--- src/rtl/pwm_shadow_pkg.sv ---
package pwm_shadow_pkg;
  localparam int REG_W  = 32;
  localparam int ADDR_W = 8;
  localparam int IDX_W  = 4;
  localparam int MAX_CH = 1 << IDX_W;

  localparam logic [REG_W-1:0] MAGIC_WORD   = 32'h601A_3471;
  localparam logic [REG_W-1:0] VERSION_WORD = 32'h0002_0000;

  // word index inside the global bank
  localparam logic [IDX_W-1:0] W_VERSION = 4'd0;
  localparam logic [IDX_W-1:0] W_IDENT   = 4'd1;
  localparam logic [IDX_W-1:0] W_SCRATCH = 4'd2;
  localparam logic [IDX_W-1:0] W_MAGIC   = 4'd3;
  localparam logic [IDX_W-1:0] W_CTRL    = 4'd4;
  localparam logic [IDX_W-1:0] W_NCH     = 4'd5;

  localparam int CTRL_RST_BIT    = 0;
  localparam int CTRL_COMMIT_BIT = 1;

  typedef enum logic [1:0] {
    BANK_GLOBAL = 2'b00,
    BANK_PERIOD = 2'b01,
    BANK_DUTY   = 2'b10,
    BANK_PHASE  = 2'b11
  } bank_e;

  typedef struct packed {
    logic [REG_W-1:0] per;
    logic [REG_W-1:0] duty;
    logic [REG_W-1:0] phase;
  } ch_cfg_t;
endpackage

--- src/rtl/pwm_shadow_regs.sv ---
module pwm_shadow_regs
  import pwm_shadow_pkg::*;
#(
  parameter int               NUM_CH = 4,
  parameter logic [REG_W-1:0] ID_VAL = 32'h5057_0001
) (
  input  logic              clk_i,
  input  logic              rst_ni,
  input  logic              wr_en_i,
  input  logic              rd_en_i,
  input  logic [ADDR_W-1:0] addr_i,
  input  logic [REG_W-1:0]  wdata_i,
  output logic [REG_W-1:0]  rdata_o,
  output logic              core_rst_o,
  output logic              commit_o,
  output ch_cfg_t           shadow_o [NUM_CH]
);

  bank_e            bank;
  logic [IDX_W-1:0] idx;
  logic             aligned;
  logic             ch_hit;
  logic             glb_wr;
  logic [REG_W-1:0] scratch_q;
  logic             core_rst_q;
  logic [REG_W-1:0] rd_word;
  ch_cfg_t          rd_ch;

  assign bank    = bank_e'(addr_i[7:6]);
  assign idx     = addr_i[5:2];
  assign aligned = (addr_i[1:0] == 2'b00);

  always_comb begin
    ch_hit = 1'b0;
    rd_ch  = '0;
    for (int c = 0; c < NUM_CH; c++) begin
      if (idx == IDX_W'(c)) begin
        ch_hit = 1'b1;
        rd_ch  = shadow_o[c];
      end
    end
  end

  assign glb_wr   = wr_en_i && aligned && (bank == BANK_GLOBAL);
  assign commit_o = glb_wr && (idx == W_CTRL) && wdata_i[CTRL_COMMIT_BIT];

  always_ff @(posedge clk_i or negedge rst_ni) begin
    if (!rst_ni) begin
      scratch_q  <= '0;
      core_rst_q <= 1'b1;
    end else if (glb_wr) begin
      if (idx == W_SCRATCH) scratch_q  <= wdata_i;
      if (idx == W_CTRL)    core_rst_q <= wdata_i[CTRL_RST_BIT];
    end
  end

  assign core_rst_o = core_rst_q;

  for (genvar g = 0; g < NUM_CH; g++) begin : g_shadow
    logic sel;
    assign sel = wr_en_i && aligned && (idx == IDX_W'(g));
    always_ff @(posedge clk_i or negedge rst_ni) begin
      if (!rst_ni) begin
        shadow_o[g] <= '0;
      end else if (sel) begin
        case (bank)
          BANK_PERIOD: shadow_o[g].per   <= wdata_i;
          BANK_DUTY:   shadow_o[g].duty  <= wdata_i;
          BANK_PHASE:  shadow_o[g].phase <= wdata_i;
          default: ;
        endcase
      end
    end
  end

  always_comb begin
    rd_word = '0;
    if (aligned) begin
      case (bank)
        BANK_GLOBAL: begin
          case (idx)
            W_VERSION: rd_word = VERSION_WORD;
            W_IDENT:   rd_word = ID_VAL;
            W_SCRATCH: rd_word = scratch_q;
            W_MAGIC:   rd_word = MAGIC_WORD;
            W_CTRL:    rd_word = {{(REG_W-1){1'b0}}, core_rst_q};
            W_NCH:     rd_word = REG_W'(NUM_CH);
            default:   rd_word = '0;
          endcase
        end
        BANK_PERIOD: if (ch_hit) rd_word = rd_ch.per;
        BANK_DUTY:   if (ch_hit) rd_word = rd_ch.duty;
        BANK_PHASE:  if (ch_hit) rd_word = rd_ch.phase;
        default:     rd_word = '0;
      endcase
    end
  end

  always_ff @(posedge clk_i or negedge rst_ni) begin
    if (!rst_ni)      rdata_o <= '0;
    else if (rd_en_i) rdata_o <= rd_word;
  end

endmodule

--- src/rtl/pwm_shadow_chan.sv ---
module pwm_shadow_chan
  import pwm_shadow_pkg::*;
(
  input  logic             clk_i,
  input  logic             rst_ni,
  input  logic             core_rst_i,
  input  logic             commit_i,
  input  ch_cfg_t          shadow_i,
  output ch_cfg_t          act_o,
  output logic [REG_W-1:0] cnt_o,
  output logic             pwm_o
);

  ch_cfg_t          act_q;
  logic [REG_W-1:0] cnt_q;
  logic [REG_W-1:0] start;
  logic             running;
  logic             wrap;

  // phase at or beyond the period restarts at zero
  assign start   = (shadow_i.phase < shadow_i.per) ? shadow_i.phase : '0;
  assign running = (act_q.per != '0) && !core_rst_i;
  assign wrap    = (cnt_q >= act_q.per - 1'b1);

  always_ff @(posedge clk_i or negedge rst_ni) begin
    if (!rst_ni) begin
      act_q <= '0;
      cnt_q <= '0;
    end else if (commit_i) begin
      act_q <= shadow_i;
      cnt_q <= start;
    end else if (!running) begin
      cnt_q <= '0;
    end else begin
      cnt_q <= wrap ? '0 : cnt_q + 1'b1;
    end
  end

  assign act_o = act_q;
  assign cnt_o = cnt_q;
  assign pwm_o = running && (cnt_q < act_q.duty);

endmodule

--- src/rtl/pwm_shadow_gen.sv ---
module pwm_shadow_gen
  import pwm_shadow_pkg::*;
#(
  parameter int               NUM_CH = 4,
  parameter logic [REG_W-1:0] ID_VAL = 32'h5057_0001
) (
  input  logic              clk_i,
  input  logic              rst_ni,
  input  logic              wr_en_i,
  input  logic              rd_en_i,
  input  logic [ADDR_W-1:0] addr_i,
  input  logic [REG_W-1:0]  wdata_i,
  output logic [REG_W-1:0]  rdata_o,
  output logic [NUM_CH-1:0] pwm_o
);

  logic             core_rst;
  logic             commit;
  ch_cfg_t          shadow [NUM_CH];
  ch_cfg_t          act    [NUM_CH];
  logic [REG_W-1:0] cnt    [NUM_CH];

  pwm_shadow_regs #(
    .NUM_CH (NUM_CH),
    .ID_VAL (ID_VAL)
  ) u_regs (
    .clk_i      (clk_i),
    .rst_ni     (rst_ni),
    .wr_en_i    (wr_en_i),
    .rd_en_i    (rd_en_i),
    .addr_i     (addr_i),
    .wdata_i    (wdata_i),
    .rdata_o    (rdata_o),
    .core_rst_o (core_rst),
    .commit_o   (commit),
    .shadow_o   (shadow)
  );

  for (genvar g = 0; g < NUM_CH; g++) begin : g_ch
    pwm_shadow_chan u_chan (
      .clk_i      (clk_i),
      .rst_ni     (rst_ni),
      .core_rst_i (core_rst),
      .commit_i   (commit),
      .shadow_i   (shadow[g]),
      .act_o      (act[g]),
      .cnt_o      (cnt[g]),
      .pwm_o      (pwm_o[g])
    );
  end

endmodule

--- config.mk ---
export PLATFORM = sky130hd
export DESIGN_NAME = pwm_shadow_gen
export DESIGN_NICKNAME = d
export VERILOG_FILES = /design/src/rtl/pwm_shadow_pkg.sv /design/src/rtl/pwm_shadow_regs.sv /design/src/rtl/pwm_shadow_chan.sv /design/src/rtl/pwm_shadow_gen.sv
export SDC_FILE = /design/constraint.sdc
export NUM_CORES = 2
export LEC_CHECK = 0
export ABC_AREA = 0
export BUFFER_PORTS_ARGS = -buffer_cell sky130_fd_sc_hd__buf_2
export CAP_MARGIN = 40
export CORE_MARGIN = 4
export CORE_UTILIZATION = 55
export DETAILED_ROUTE_END_ITERATION = 6
export GPL_TIMING_DRIVEN = 0
export MAX_ROUTING_LAYER = met4
export PLACE_DENSITY = 0.8
export SETUP_SLACK_MARGIN = 0.4
export SYNTH_ARGS = -nofsm -noshare
export SYNTH_HDL_FRONTEND = slang
export SYNTH_SLANG_ARGS = --single-unit
--- constraint.sdc ---
create_clock -name clk_i -period 7.3 [get_ports clk_i]
set_input_delay 1.46 -clock clk_i [delete_from_list [all_inputs] [get_ports clk_i]]
set_output_delay 1.46 -clock clk_i [all_outputs]
set_load 0.02 [all_outputs]
==> results.txt <==
Status = completed
Max Root-Sink Buffers = 3
Syn nets = 5036
Worst Setup SP = g_ch[2].u_chan.act_o[67]
Setup WS post-layout = 2130 ps
Final nets = 5282
Final period utilization = 70.8%
Fill cell count = 6861
CP max-delay cell = or4_4
Vias = 39.7k
WP data arrival = 5710 ps
Post-CTS Hold Buffers = 0
Num rows = 107
Setup_tns = 0 ps
Pre-CTS setup slack = 1940 ps
Worst slew margin = 25.5%
GPL Wtd Cong = 1.18
RSZ-0062 raised after global routing = no
Initial antenna violation count = 22
Layout area overhead = 12.8%
Worst hold path class = reg2reg
Max Cap Viol = 0
Routed len/inst = 31.6 um
Distinct cell type count after synthesis = 70
Fin crit period = 5170 ps
Post-Syn Area = 0.0472 sq mm
Post-CTS Resized = 0
Std-Cell Core Area = 0.0851 sq mm
VDD IR-drop max = 161 uV
Crit. End Element = register
Die Area = 0.0905 sq mm
Final Hold Viols = 0
DRC viols = 0
GRT Total Usage = 43.4%
Cell seen most often among critical-path stages = nand2_1
Largest net degree at the start of global routing = 126
Leak = 25.3 nW
Worst R2R Start = g_ch[2].u_chan.act_o[67]
Primary FF master, synth = dfrtp_1
First-pass GRT wire length = 273000 um
Sequential fraction of the synthesis area = 44.2%
Clock skew = 52.4 ps
Placed insts = 5899
Finished Core Util = 62.5%
Htree depth = 3
Worst Path Required = 7840 ps
Clock sink count = 833
Post CTS Setup Buffer Count = 0
Vias in the first global route = 38.6k
Met1 wire length = 75800 um
Yosys warns = 0
Post-synth EDFFs = 0
Num CTS Buffers = 90
Share of layout cells above drive strength 1 = 15.6%
Initial DRT Pass Iterations = 6
Clk slew on worst S/H paths = 60 ps
Ys async rst share = 100%
1st-iter DRT viols = 4820
Worst Hold Launch = u_regs.scratch_q[24]
Mean Syn Cell Area = 10.2 sq um
Max Freq = 193 MHz
Metal2 WL = 79500 um
Number of setup violations in the final report = 0
Slew @ Worst Pin = 1120 ps
Pwr Density = 210 mW/mm^2
Worst path top cell family by delay = simple AND/OR/NAND/NOR gates
Number of synthesized register bits = 833
Die height = 301 um
Antenna-violating nets left = 0
Worst-Skew Late Latency = 700 ps
Layout Cells excl Fill = 6083
Met3 WL = 22000 um
Initial Util = 55.4%
Gate Count Post-Synth = 4604
Crit-path cells = or4_4 > nor3_4 > nand2_1 > or3_1 > or3_1 > buf_2 > nor4_2 > xnor2_1 > ha_1 > nand4_1 > nor4bb_1 > nand2_1 > a2111oi_0 > nand2_1 > nand2_1 > clkbuf_1 > o2bb2ai_1
CP peak stage delay = 560 ps
IO Port Bufs = 76
Slew Limit Fails = 0
R2R setup slack = 2130 ps
CP Launch Type = register
Die width = 301 um
Crit-path max FO = 10
Worst setup path category = reg2reg
IO Pins = 80
Worst path buffer plus inverter count = 2
Clk root buf = clkbuf_16
CTS tree = yes
WL final = 192000 um
DR top layer = met4
Total grt overflow = 0
Vias per cell = 6.52
HPWL after DPL = 155000 um
area by class of cell:
| type | instances | area [sq um] | area share, % |
|---|---|---|---|
| diodes | 21 | 52.6 | 0.0987 |
| plain buffers | 243 | 956 | 1.80 |
| clock buffers | 123 | 2540 | 4.77 |
| clock inverters | 37 | 563 | 1.06 |
| inverters | 283 | 1060 | 2.00 |
| multi-input cells | 3245 | 24300 | 45.7 |
| flip-flops and latches | 833 | 20800 | 39.2 |
| well taps | 1144 | 1430 | 2.69 |
| repair buffers | 154 | 1450 | 2.73 |
logic make-up (layout without fill, tap and decap cells):
group	after synthesis	after routing	share of synthesized area [%]
compound gates	1064	1064	14.4
buf+inv	526	840	4.28
xor+xnor	240	240	4.46
simple gates	1054	1054	10.6
other cells	0	21	0
fa+ha+maj	388	388	10.3
flops	833	833	44.2
mux	499	499	11.7
cells in the mapped netlist (8+ instances only):
master     count  share of area, %
dfrtp_1      832                44
nand2_1      448               3.6
o21ai_0      440               4.7
mux2_2       436                10
ha_1         388                10
inv_1        283               2.3
a21oi_1      210               2.2
clkbuf_1     207               1.6
nor2_1       167               1.3
xnor2_1      121               2.2
xor2_1       119               2.2
o2bb2ai_1    115               2.1
nand4_1       91               1.2
nand3_1       79              0.84
nor3_1        79              0.84
mux2i_1       63               1.3
a221oi_1      55               1.0
a21o_1        43              0.68
a21boi_0      36              0.57
nor4_1        36              0.48
or3_1         28              0.37
buf_1         27              0.21
and4_1        22              0.41
nor2b_1       22              0.29
a211oi_1      21              0.33
and3_1        18              0.24
a221o_1       17              0.36
a2111oi_0     16              0.30
o31ai_1       16              0.25
or4_1         15              0.24
nand2b_1      12              0.16
a22o_1        11              0.20
o221ai_1      11              0.20
a31oi_1       10              0.13
o2bb2ai_2     10              0.32
o21a_1         9              0.14
a2bb2oi_1      8              0.15
stage by stage:
stage	hold WS (ps)	total power [mW]	cell area, sq um
CTS	500	11.1	53100
floorplan	431	5.63	47200
global route	512	11.4	53200
global placement	481	6.24	49000
finish	499	11.2	53200
detailed placement	488	6.32	50000
routing by layer:
layer,vias up,GRT usage (%)
met5,-,-
met4,0,26.5
met3,568,12.0
met2,2188,60.5
li1,17100,-
met1,19800,56.3
worst paths after layout:
check / to / depth (start not counted)
setup / recovery: g_ch[2].u_chan.cnt_o[30] / 17
hold / removal: u_regs.rdata_o[24] / 1
setup reg to reg: g_ch[2].u_chan.cnt_o[30] / 17
hold reg to reg: u_regs.rdata_o[24] / 1
max in group asynchronous: g_ch[1].u_chan.cnt_o[22] / 4
min in group asynchronous: u_regs.shadow_o[324] / 1
power breakdown:
| group | total (mW) | switching [mW] | internal, mW | leakage, nW |
|---|---|---|---|---|
| Sequential | 5.06 | 0.277 | 4.78 | 10.8 |
| Combinational | 1.24 | 0.808 | 0.437 | 13.0 |
| Clock | 4.87 | 2.05 | 2.81 | 1.51 |
| Total | 11.2 | 3.14 | 8.03 | 25.3 |
worst reg2reg max path, cell delays in order, from the launching register on:
cell	delay [ps]
dfrtp_1	430
or4_4	560
nor3_4	250
nand2_1	140
or3_1	390
or3_1	380
buf_2	180
nor4_2	310
xnor2_1	100
ha_1	320
nand4_1	160
nor4bb_1	460
nand2_1	120
a2111oi_0	300
nand2_1	90
nand2_1	200
clkbuf_1	500
o2bb2ai_1	150
flip-flops by register name (all words and copies together), names as in the netlist:
register / count
u_regs.scratch_q: 32
u_regs.shadow_o: 384
g_ch.u_chan.cnt_o: 128
u_regs.rdata_o: 32
u_regs.core_rst_o: 1
g_ch.u_chan.act_o: 256
cell usage in the layout (no fill, tap or decap), drive strengths merged, types with 38 or more instances in the layout:
master,synthesis,routed
dfrtp,832,832
nand2,448,448
o21ai,441,441
mux2,436,436
ha,388,388
clkbuf,207,331
inv,283,292
a21oi,210,210
buf,36,187
nor2,167,167
o2bb2ai,125,125
xnor2,121,121
xor2,119,119
nand4,91,91
nor3,80,80
nand3,79,79
mux2i,63,63
a221oi,55,55
a21o,43,43
nor4,38,38
Power figures use the tool's default switching activity.
